[src/rtl/vmag_pkg.sv]
package vmag_pkg;

   typedef enum logic [1:0] {
      WALK_VEC  = 2'd0,
      WALK_FULL = 2'd1,
      WALK_TRI  = 2'd2,
      WALK_RSVD = 2'd3
   } walk_mode_t;

   // request check shared by controller and any wrapper
   function automatic logic req_ok(input walk_mode_t md, input logic m_zero,
                                   input logic n_zero, input logic m_eq_n);
      case (md)
         WALK_VEC:  req_ok = !n_zero;
         WALK_FULL: req_ok = !n_zero && !m_zero;
         WALK_TRI:  req_ok = !n_zero && m_eq_n;
         default:   req_ok = 1'b0;
      endcase
   endfunction

endpackage

[src/rtl/vmag_ctrl.sv]
module vmag_ctrl
   import vmag_pkg::*;
#(
   parameter int DW = 6
) (
   input  logic          clk,
   input  logic          rst_n,
   input  logic          start,
   input  walk_mode_t    mode_in,
   input  logic [DW-1:0] m_in,
   input  logic [DW-1:0] n_in,
   input  logic          fire,
   input  logic          last,
   output logic          running,
   output logic          load,
   output logic          done,
   output logic          err
);

   logic accept_ok;
   logic refuse;

   assign accept_ok = req_ok(mode_in, (m_in == '0), (n_in == '0), (m_in == n_in));
   assign load      = start && !running && accept_ok;
   assign refuse    = start && !running && !accept_ok;

   always_ff @(posedge clk or negedge rst_n) begin
      if (!rst_n) begin
         running <= 1'b0;
         done    <= 1'b0;
         err     <= 1'b0;
      end else begin
         done <= fire && last;
         err  <= refuse;
         if (load)
            running <= 1'b1;
         else if (fire && last)
            running <= 1'b0;
      end
   end

   // done lasts one cycle and follows an accepted handshake
   assert_done_pulse_R7: assert property (@(posedge clk) disable iff (!rst_n)
      done |=> !done);
   assert_done_after_fire_R7: assert property (@(posedge clk) disable iff (!rst_n)
      $rose(done) |-> $past(fire) && !running);
   // a refused start never opens a walk
   assert_err_no_walk_R8: assert property (@(posedge clk) disable iff (!rst_n)
      err |-> !running && !done);
   // an accepted start offers data in the next cycle
   assert_start_to_valid_R11: assert property (@(posedge clk) disable iff (!rst_n)
      load |=> running);

endmodule

[src/rtl/vmag_index.sv]
module vmag_index
   import vmag_pkg::*;
#(
   parameter int AW = 12,
   parameter int DW = 6
) (
   input  logic          clk,
   input  logic          rst_n,
   input  logic          load,
   input  logic          fire,
   input  logic          active,
   input  walk_mode_t    mode_in,
   input  logic [AW-1:0] base_in,
   input  logic [DW-1:0] m_in,
   input  logic [DW-1:0] n_in,
   output logic [DW-1:0] idx_i,
   output logic [DW-1:0] idx_j,
   output logic [AW-1:0] word_addr,
   output logic          last
);

   localparam logic [DW-1:0] IDX_ONE  = DW'(1);
   localparam logic [AW-1:0] ADDR_ONE = AW'(1);

   walk_mode_t    mode_q;
   logic [AW-1:0] base_q;
   logic [AW-1:0] col_off_q;
   logic [DW-1:0] m_q, n_q, i_q, j_q;
   logic          row_end;
   logic          col_end;
   logic [AW-1:0] col_step;

   // end-of-column depends on the shape
   always_comb begin
      case (mode_q)
         WALK_VEC:  row_end = (i_q == n_q - IDX_ONE);
         WALK_FULL: row_end = (i_q == m_q - IDX_ONE);
         WALK_TRI:  row_end = (i_q == j_q);
         default:   row_end = 1'b1;
      endcase
   end

   assign col_end = (mode_q == WALK_VEC) || (j_q == n_q - IDX_ONE);
   assign last    = row_end && col_end;

   // column offset grows by M (full) or by j+1 (triangular numbers)
   always_comb begin
      case (mode_q)
         WALK_FULL: col_step = AW'(m_q);
         WALK_TRI:  col_step = AW'(j_q) + ADDR_ONE;
         default:   col_step = '0;
      endcase
   end

   always_ff @(posedge clk or negedge rst_n) begin
      if (!rst_n) begin
         mode_q    <= WALK_VEC;
         base_q    <= '0;
         m_q       <= '0;
         n_q       <= '0;
         i_q       <= '0;
         j_q       <= '0;
         col_off_q <= '0;
      end else if (load) begin
         mode_q    <= mode_in;
         base_q    <= base_in;
         m_q       <= m_in;
         n_q       <= n_in;
         i_q       <= '0;
         j_q       <= '0;
         col_off_q <= '0;
      end else if (fire && !last) begin
         if (row_end && mode_q != WALK_VEC) begin
            i_q       <= '0;
            j_q       <= j_q + IDX_ONE;
            col_off_q <= col_off_q + col_step;
         end else begin
            i_q <= i_q + IDX_ONE;
         end
      end
   end

   assign idx_i     = i_q;
   assign idx_j     = j_q;
   assign word_addr = base_q + col_off_q + AW'(i_q);

   // triangular walk stays on or above the diagonal
   assert_tri_upper_R4: assert property (@(posedge clk) disable iff (!rst_n)
      active && mode_q == WALK_TRI |-> idx_i <= idx_j);
   // full walk row index stays inside the column
   assert_full_row_bound_R3: assert property (@(posedge clk) disable iff (!rst_n)
      active && mode_q == WALK_FULL |-> idx_i < m_q);
   // vector walk keeps the column index at zero
   assert_vec_col_zero_R2: assert property (@(posedge clk) disable iff (!rst_n)
      active && mode_q == WALK_VEC |-> idx_j == '0);
   // inside a column the next address is one word further
   assert_full_step_R3: assert property (@(posedge clk) disable iff (!rst_n)
      fire && !load && mode_q == WALK_FULL && !row_end |=> word_addr == $past(word_addr) + ADDR_ONE);

endmodule

[src/rtl/vecmat_addr_gen.sv]
module vecmat_addr_gen
   import vmag_pkg::*;
#(
   parameter int AW = 12,
   parameter int DW = 6
) (
   input  logic          clk,
   input  logic          rst_n,
   input  logic          start,
   input  logic [1:0]    walk_mode,
   input  logic [AW-1:0] base_addr,
   input  logic [DW-1:0] m_dim,
   input  logic [DW-1:0] n_dim,
   input  logic          imag_sel,
   input  logic          out_ready,
   output logic          out_valid,
   output logic [AW-1:0] word_addr,
   output logic [AW+2:0] byte_addr,
   output logic [DW-1:0] idx_i,
   output logic [DW-1:0] idx_j,
   output logic          done,
   output logic          err
);

   generate
      if (AW < 2) begin : g_bad_aw
         $error("vecmat_addr_gen: AW must be at least 2");
      end
      if (DW < 1 || DW > 16) begin : g_bad_dw
         $error("vecmat_addr_gen: DW must lie in 1..16");
      end
   endgenerate

   walk_mode_t mode_in;
   logic       running, load, fire, last;

   assign mode_in = walk_mode_t'(walk_mode);
   assign fire    = running && out_ready;

   vmag_ctrl #(.DW(DW)) u_ctrl (
      .clk     (clk),
      .rst_n   (rst_n),
      .start   (start),
      .mode_in (mode_in),
      .m_in    (m_dim),
      .n_in    (n_dim),
      .fire    (fire),
      .last    (last),
      .running (running),
      .load    (load),
      .done    (done),
      .err     (err)
   );

   vmag_index #(.AW(AW), .DW(DW)) u_idx (
      .clk       (clk),
      .rst_n     (rst_n),
      .load      (load),
      .fire      (fire),
      .active    (running),
      .mode_in   (mode_in),
      .base_in   (base_addr),
      .m_in      (m_dim),
      .n_in      (n_dim),
      .idx_i     (idx_i),
      .idx_j     (idx_j),
      .word_addr (word_addr),
      .last      (last)
   );

   assign out_valid = running;
   // word*8 plus 4 for the imaginary half
   assign byte_addr = {word_addr, imag_sel, 2'b00};

   // a stalled offer is held unchanged
   assert_hold_on_stall_R6: assert property (@(posedge clk) disable iff (!rst_n)
      out_valid && !out_ready |=> out_valid && $stable(word_addr) && $stable(idx_i) && $stable(idx_j));
   // valid is low while done is shown
   assert_done_idle_R7: assert property (@(posedge clk) disable iff (!rst_n)
      done |-> !out_valid);
   // a start during a walk does not restart indices
   assert_busy_start_ignored_R9: assert property (@(posedge clk) disable iff (!rst_n)
      out_valid && !out_ready && start |=> $stable(word_addr));

endmodule

[config.mk]
export PLATFORM = sky130hd
export DESIGN_NAME = vecmat_addr_gen
export DESIGN_NICKNAME = d
export VERILOG_FILES = /design/src/rtl/vmag_pkg.sv /design/src/rtl/vmag_ctrl.sv /design/src/rtl/vmag_index.sv /design/src/rtl/vecmat_addr_gen.sv
export SDC_FILE = /design/constraint.sdc
export NUM_CORES = 1
export LEC_CHECK = 0
export ABC_CLOCK_PERIOD_IN_PS = 10100
export BUFFER_PORTS_ARGS = -buffer_cell sky130_fd_sc_hd__clkbuf_2
export CAP_MARGIN = 20
export CORE_MARGIN = 10
export CORE_UTILIZATION = 40
export CTS_CLUSTER_DIAMETER = 30
export DETAILED_ROUTE_END_ITERATION = 7
export PLACE_DENSITY = 0.7
export REMOVE_ABC_BUFFERS = 1
export SKIP_LAST_GASP = 1
export SLEW_MARGIN = 15
export SYNTH_ARGS = -nofsm -noshare
export SYNTH_HDL_FRONTEND = slang
export SYNTH_SLANG_ARGS = --single-unit
export TNS_END_PERCENT = 30
[constraint.sdc]
create_clock -name clk -period 10.1 [get_ports clk]
set_clock_uncertainty 0.2 [all_clocks]
set_input_delay 0.505 -clock clk [delete_from_list [all_inputs] [get_ports clk]]
set_output_delay 0.505 -clock clk [all_outputs]
set_load 0.005 [all_outputs]
Word-level counts from Yosys, hierarchy flattened
Cells that the tools add are included.
{"block": "totals", "output_inout_bits": 42, "in_bits": 31, "word_cells": 66, "reg_bits": 53}
{"block": "op_classes", "n_addsub": 8, "n_mux": 14, "n_reduce_logical": 25, "eq_ne": 9}
{"cell": "2-to-1 mux 12 bit", "n": 3}
{"cell": "2-to-1 mux 6 bit", "n": 6}
{"cell": "equality test 6 bit", "n": 5}
{"cell": "adder 12 bit", "n": 2}
{"cell": "one-hot mux 12 bit (2 select lines)", "n": 1}
{"cell": "adder 12 x 6 -> 12 bit", "n": 1}
{"cell": "adder 6 x 1 -> 6 bit, second input constant", "n": 2}
{"cell": "logical NOT 6 bit", "n": 2}
{"cell": "subtractor 6 x 1 -> 6 bit, second input constant", "n": 2}
{"cell": "logical AND 1 bit", "n": 10}
{"cell": "nonzero test 2 bit", "n": 4}
{"cell": "adder 6 x 1 -> 7 bit, second input constant", "n": 1}
{"cell": "one-hot mux 1 bit (3 select lines)", "n": 2}
{"cell": "logical NOT 1 bit", "n": 5}
{"cell": "equality test 2 x 1 -> 1 bit, second input constant", "n": 2}
{"cell": "equality test 2 bit, second input constant", "n": 2}
{"cell": "logical NOT 2 bit", "n": 2}
{"cell": "2-to-1 mux 1 bit", "n": 2}
{"cell": "AND reduction 2 bit", "n": 1}
{"cell": "logical OR 1 bit", "n": 1}

Depth between registers and ports, before layout
{"block": "depth", "ltp_word": 8, "ltp_mapped": 15, "ltp_nobuf": 14}

Modules after synthesis
A second synthesis with hierarchy kept.
{"block": "unflattened", "hier_cells": 452, "hier_area_um2": 4269.1}
{"module": "vmag_index", "cells_each": 401, "seq_area_each_um2": 1251.2, "n_inst": 1, "area_each_um2": 3852.4}
{"module": "vmag_ctrl", "cells_each": 34, "seq_area_each_um2": 75.1, "n_inst": 1, "area_each_um2": 294.0}
{"module": "vecmat_addr_gen", "cells_each": 17, "seq_area_each_um2": 0.0, "n_inst": 1, "area_each_um2": 122.6}

Worst setup path after synthesis
OpenSTA, ideal clock, no wires.
{"block": "synth_path", "kind": "reg2out", "start": "reg u_idx.i_q[1], in the netlist u_idx.idx_i[1]", "end": "out word_addr[11]", "path_buffers": 1, "arrival_ps": 2750, "required_ps": 9395, "path_stages_with_launch": 13, "setup_slack_ps": 6645, "cell_sequence": "dfrtp_1 > fa_1 > ha_1 > inv_1 > fa_1 > nor2b_1 > o21ai_0 > a21boi_0 > o21ai_0 > a21oi_1 > o21a_1 > o211ai_1 > buf_4"}
{"block": "synth_via", "elab_chain_len": 1}
{"element": "start, declared", "line": "vmag_index.sv:28", "source": "logic [DW-1:0] m_q, n_q, i_q, j_q;"}
{"element": "start signal, assigned", "line": "vmag_index.sv:78", "source": "i_q <= i_q + IDX_ONE;"}
{"element": "adder 12 x 6 -> 12 bit", "line": "vmag_index.sv:85", "source": "assign word_addr = base_q + col_off_q + AW'(i_q);"}
{"element": "end, declared", "line": "vecmat_addr_gen.sv:17", "source": "output logic [AW-1:0] word_addr,"}
No other way between the ends.

Worst setup path in the final report
{"block": "layout_path", "start": "reg u_idx.i_q[0], in the netlist u_idx.idx_i[0]", "end": "out word_addr[11]"}
The elaborated chain is that of the path after synthesis.

==> impl_results.html <==
<table>
<tr><th>Metric</th><th>Value</th></tr>
<tr><th colspan="2">Global route</th></tr>
<tr><td>All-Layer GR Usage</td><td>0.140</td></tr>
<tr><td>Largest net degree at the start of global routing</td><td>54</td></tr>
<tr><td>Number of antenna violations at the first check in global routing</td><td>0</td></tr>
<tr><td>Via count of the first global-routing pass</td><td>3,665</td></tr>
<tr><td>First-pass GRT wire length</td><td>17,600 um</td></tr>
<tr><td>Overflow after GRT</td><td>0</td></tr>
<tr><th colspan="2">STA</th></tr>
<tr><td>Setup violators final</td><td>0</td></tr>
<tr><td>Minimum clock period after layout</td><td>4.14 ns</td></tr>
<tr><td>Measured slew at the worst slew-check pin</td><td>1.05 ns</td></tr>
<tr><td>Final count of hold timing violations</td><td>0</td></tr>
<tr><td>Final worst-path cycle share</td><td>0.410</td></tr>
<tr><td>Setup TNS Final</td><td>0 ns</td></tr>
<tr><td>Worst setup margin</td><td>5.96 ns</td></tr>
<tr><td>Highest clock rate</td><td>242 MHz</td></tr>
<tr><td>Relative max-transition margin</td><td>0.298</td></tr>
<tr><td>Setup repair after global routing missed its margin</td><td>false</td></tr>
<tr><td>Final count of pins violating max slew</td><td>0</td></tr>
<tr><th colspan="2">Setup path</th></tr>
<tr><td>Startpoint type of the worst setup path</td><td>register</td></tr>
<tr><td>Worst Path Max Fanout</td><td>6</td></tr>
<tr><td>Crit Path Class</td><td>reg2out</td></tr>
<tr><td>Crit path arrival time</td><td>3.43 ns</td></tr>
<tr><td>Worst endpoint required time</td><td>9.40 ns</td></tr>
<tr><td>Kind of end point of the critical path</td><td>output pin</td></tr>
<tr><th colspan="2">Clock tree</th></tr>
<tr><td>Number of buffers created by CTS</td><td>5</td></tr>
<tr><td>Deepest level of the CTS H-tree</td><td>2</td></tr>
<tr><td>Count of instances resized after the clock tree is built</td><td>0</td></tr>
<tr><td>Number of setup buffers added after CTS</td><td>0</td></tr>
<tr><td>Worst-skew pair later-pin latency</td><td>0.32 ns</td></tr>
<tr><td>Hold_buf cts</td><td>0</td></tr>
<tr><td>Clock transition at the registers of the reported paths</td><td>0.10 ns</td></tr>
<tr><td>Largest buffer count on any clock path</td><td>2</td></tr>
<tr><td>TritonCTS clock tree</td><td>yes</td></tr>
<tr><td>CTS root buffer</td><td>sky130_fd_sc_hd__clkbuf_8</td></tr>
<tr><td>Total clock sinks</td><td>53</td></tr>
<tr><th colspan="2">Pwr</th></tr>
<tr><td>Static leakage</td><td>2.24 nW</td></tr>
<tr><td>Cell internal pwr</td><td>0.000724 W</td></tr>
<tr><td>VDD IR max</td><td>0.189 mV</td></tr>
<tr><td>Net Switching</td><td>0.000659 W</td></tr>
<tr><td>Sequential fraction of design power</td><td>0.277</td></tr>
<tr><td>Combinational group share of total power</td><td>0.635</td></tr>
<tr><td>Cell area power density</td><td>294 nW/um2</td></tr>
<tr><td>Share of total power in the clock network</td><td>0.087</td></tr>
<tr><td>Switching Fraction</td><td>0.477</td></tr>
<tr><th colspan="2">Detailed routing</th></tr>
<tr><td>Drt drc</td><td>0</td></tr>
<tr><td>Via density</td><td>5.39</td></tr>
<tr><td>Iter 0 DRT Violations</td><td>265</td></tr>
<tr><td>Vias after detailed routing</td><td>3,608</td></tr>
<tr><td>Per-cell routed wire length</td><td>15.6 um</td></tr>
<tr><td>Total length of routed wires</td><td>10,500 um</td></tr>
<tr><td>Number of search-and-repair iterations in the first detailed-routing pass</td><td>5</td></tr>
<tr><td>Post-route ant nets</td><td>0</td></tr>
<tr><th colspan="2">Die</th></tr>
<tr><td>Cell row count</td><td>37</td></tr>
<tr><td>Die width</td><td>123 um</td></tr>
<tr><td>Number of primary I/O pins</td><td>73</td></tr>
<tr><td>Core box area</td><td>10,300 um2</td></tr>
<tr><td>Starting density of the core</td><td>0.411</td></tr>
<tr><td>Vert. Die Dim</td><td>123 um</td></tr>
<tr><td>Overall die area</td><td>15,100 um2</td></tr>
<tr><th colspan="2">Place</th></tr>
<tr><td>Gp weighted congestion</td><td>0.900</td></tr>
<tr><td>Count of input and output buffers</td><td>68</td></tr>
<tr><td>HPWL after detailed placement</td><td>8070 um</td></tr>
<tr><td>Placement-stage worst setup slack</td><td>6.15 ns</td></tr>
<tr><th colspan="2">Yosys</th></tr>
<tr><td>Fraction of the yosys area taken by sequential cells</td><td>0.313</td></tr>
<tr><td>Top_reg_cell synth</td><td>sky130_fd_sc_hd__dfrtp_1</td></tr>
<tr><td>Post-synthesis cell count</td><td>489</td></tr>
<tr><td>Number of library cell types mapped by synthesis</td><td>61</td></tr>
<tr><td>Number of enable flip-flop cells after synthesis</td><td>0</td></tr>
<tr><td>Syn Area/Cell</td><td>8.67 um2</td></tr>
<tr><td>Post-synthesis cell area</td><td>4240 um2</td></tr>
<tr><td>FF+latch count, synth</td><td>53</td></tr>
<tr><td>Share of flip-flops with an asynchronous set or reset</td><td>1.00</td></tr>
<tr><td>Total number of yosys warnings</td><td>0</td></tr>
<tr><th colspan="2">Final layout</th></tr>
<tr><td>Sequential cell area</td><td>1330 um2</td></tr>
<tr><td>Fraction of layout instances using a drive strength above 1</td><td>0.170</td></tr>
<tr><td>Area growth syn-to-layout</td><td>10.9%</td></tr>
<tr><td>Final-stage net count</td><td>605</td></tr>
<tr><td>Most common cell after layout, fill and taps aside</td><td>sky130_fd_sc_hd__nand2_1</td></tr>
<tr><td>Area taken by multi-input logic gates</td><td>2610 um2</td></tr>
<tr><td>Number of diodes</td><td>0</td></tr>
<tr><td>Count of fill cells added during filler insertion</td><td>1,035</td></tr>
<tr><td>Commonest cells after routing, fill and taps aside</td><td>sky130_fd_sc_hd__nand2_1, sky130_fd_sc_hd__clkbuf_2, sky130_fd_sc_hd__dfrtp_1, sky130_fd_sc_hd__ha_1, sky130_fd_sc_hd__inv_1</td></tr>
<tr><th colspan="2">Run</th></tr>
<tr><td>MaxCap Viol Count</td><td>0</td></tr>
<tr><th colspan="2">Min path</th></tr>
<tr><td>Path class of the lowest-slack min-delay path</td><td>in2async</td></tr>
<tr><th colspan="2">Status</th></tr>
<tr><td>Result of the run</td><td>complete, no violations</td></tr>
</table>
[sequential cells by signal (all words and copies together), names as in the netlist]
signal	count
u_idx.base_q	12
u_idx.col_off_q	12
u_idx.idx_i	6
u_idx.idx_j	6
u_idx.m_q	6
u_idx.n_q	6
u_idx.mode_q	2
u_ctrl.done	1
u_ctrl.err	1
u_ctrl.running	1
[stage by stage]
| stage | utilization | hold WS [ns] | total power, W | instances | area [um2] |
|---|---|---|---|---|---|
| global placement | 0.444 | 0.265 | 0.00122 | 661 | 4580 |
| floorplan | - | 0.00941 | 0.000938 | 454 | 4030 |
| global route | 0.456 | 0.165 | 0.00153 | 670 | 4700 |
| finish | 0.456 | 0.0733 | 0.00138 | 670 | 4700 |
| detailed placement | 0.444 | 0.268 | 0.00126 | 661 | 4580 |
| CTS | 0.452 | 0.126 | 0.00139 | 669 | 4670 |
[power groups by stage]
| stage | Sequential (W) | Clock, W | Combinational [W] |
|---|---|---|---|
| CTS | 0.000382 | 0.000125 | 0.000880 |
| finish | 0.000383 | 0.000121 | 0.000879 |
| global placement | 0.000382 | 0 | 0.000842 |
| detailed placement | 0.000387 | 0 | 0.000875 |
| global route | 0.000398 | 0.000134 | 0.000994 |
| floorplan | 0.000358 | 0 | 0.000580 |
[final timing paths]
check                                            startpoint  cells after the start                              to  slack (ns)
worst max-delay path             u_idx.idx_i[0]$_DFFE_PN0P_                     14                   word_addr[11]        5.96
worst min-delay path                                  rst_n                      2            u_ctrl.err$_DFF_PN0_        0.07
worst max register to register  u_idx.mode_q[1]$_DFFE_PN0N_                      9  u_idx.col_off_q[0]$_DFFE_PN0P_        6.08
worst min register to register  u_idx.base_q[7]$_DFFE_PN0N_                      2     u_idx.base_q[7]$_DFFE_PN0N_        0.29
max in group asynchronous                             rst_n                      2      u_idx.idx_i[3]$_DFFE_PN0P_        9.12
min in group clk                               base_addr[8]                      3     u_idx.base_q[8]$_DFFE_PN0N_        0.17
[synthesized netlist by cell type, drive strengths merged, types with 8 or more instances]
cell type / instances / area share
nand3: 13 / 0.015
xor2: 12 / 0.025
ha: 33 / 0.097
or4: 12 / 0.022
dfrtp: 53 / 0.31
nor2: 21 / 0.020
clkbuf: 17 / 0.015
a21oi: 21 / 0.025
inv: 32 / 0.028
nor3: 8 / 0.0094
buf: 19 / 0.035
o31ai: 9 / 0.016
nand2: 92 / 0.081
xnor2: 20 / 0.041
o21ai: 18 / 0.021
fa: 8 / 0.038
mux2i: 8 / 0.019
[cell type report]
cell class                      instances  area share
Timing Repair Buffer                   72      0.0830
Clock inverter                          3     0.00372
Sequential cell                        53       0.282
Tap cell                              136      0.0362
Multi-Input combinational cell        368       0.554
Inverter                               33      0.0263
Clock buffer                            5      0.0146
[worst max-delay path, cell delays in order, from the launching register on]
cell                       delay (ns)
sky130_fd_sc_hd__dfrtp_1         0.47
sky130_fd_sc_hd__inv_1           0.14
sky130_fd_sc_hd__fa_1            0.42
sky130_fd_sc_hd__inv_1           0.06
sky130_fd_sc_hd__ha_1            0.15
sky130_fd_sc_hd__inv_1           0.06
sky130_fd_sc_hd__fa_1            0.40
sky130_fd_sc_hd__nor2b_1         0.14
sky130_fd_sc_hd__o21ai_0         0.12
sky130_fd_sc_hd__a21boi_0        0.28
sky130_fd_sc_hd__o21ai_0         0.16
sky130_fd_sc_hd__a21oi_1         0.28
sky130_fd_sc_hd__o21a_1          0.19
sky130_fd_sc_hd__o211ai_1        0.11
sky130_fd_sc_hd__clkbuf_2        0.13
[layer usage]
layer  up-vias  global-route usage  wire, um
li1       1787                   -         -
met2        99               0.238      4830
met1      1708               0.176      4820
met3        14              0.0337       690
met5         -                   0         0
met4         0              0.0349       134
[kinds of logic (layout without fill, tap and decap cells)]
| family | after synthesis | count (layout) | share of synthesized area |
|---|---|---|---|
| fa+ha+maj | 41 | 41 | 0.135 |
| flops | 53 | 53 | 0.313 |
| xor+xnor | 35 | 35 | 0.0823 |
| buf+inv | 69 | 113 | 0.0796 |
| other cells | 1 | 2 | 0.000884 |
| compound gates | 97 | 97 | 0.157 |
| mux | 10 | 10 | 0.0242 |
| simple gates | 183 | 183 | 0.209 |
Note: power is estimated with default switching activity, not from simulation.
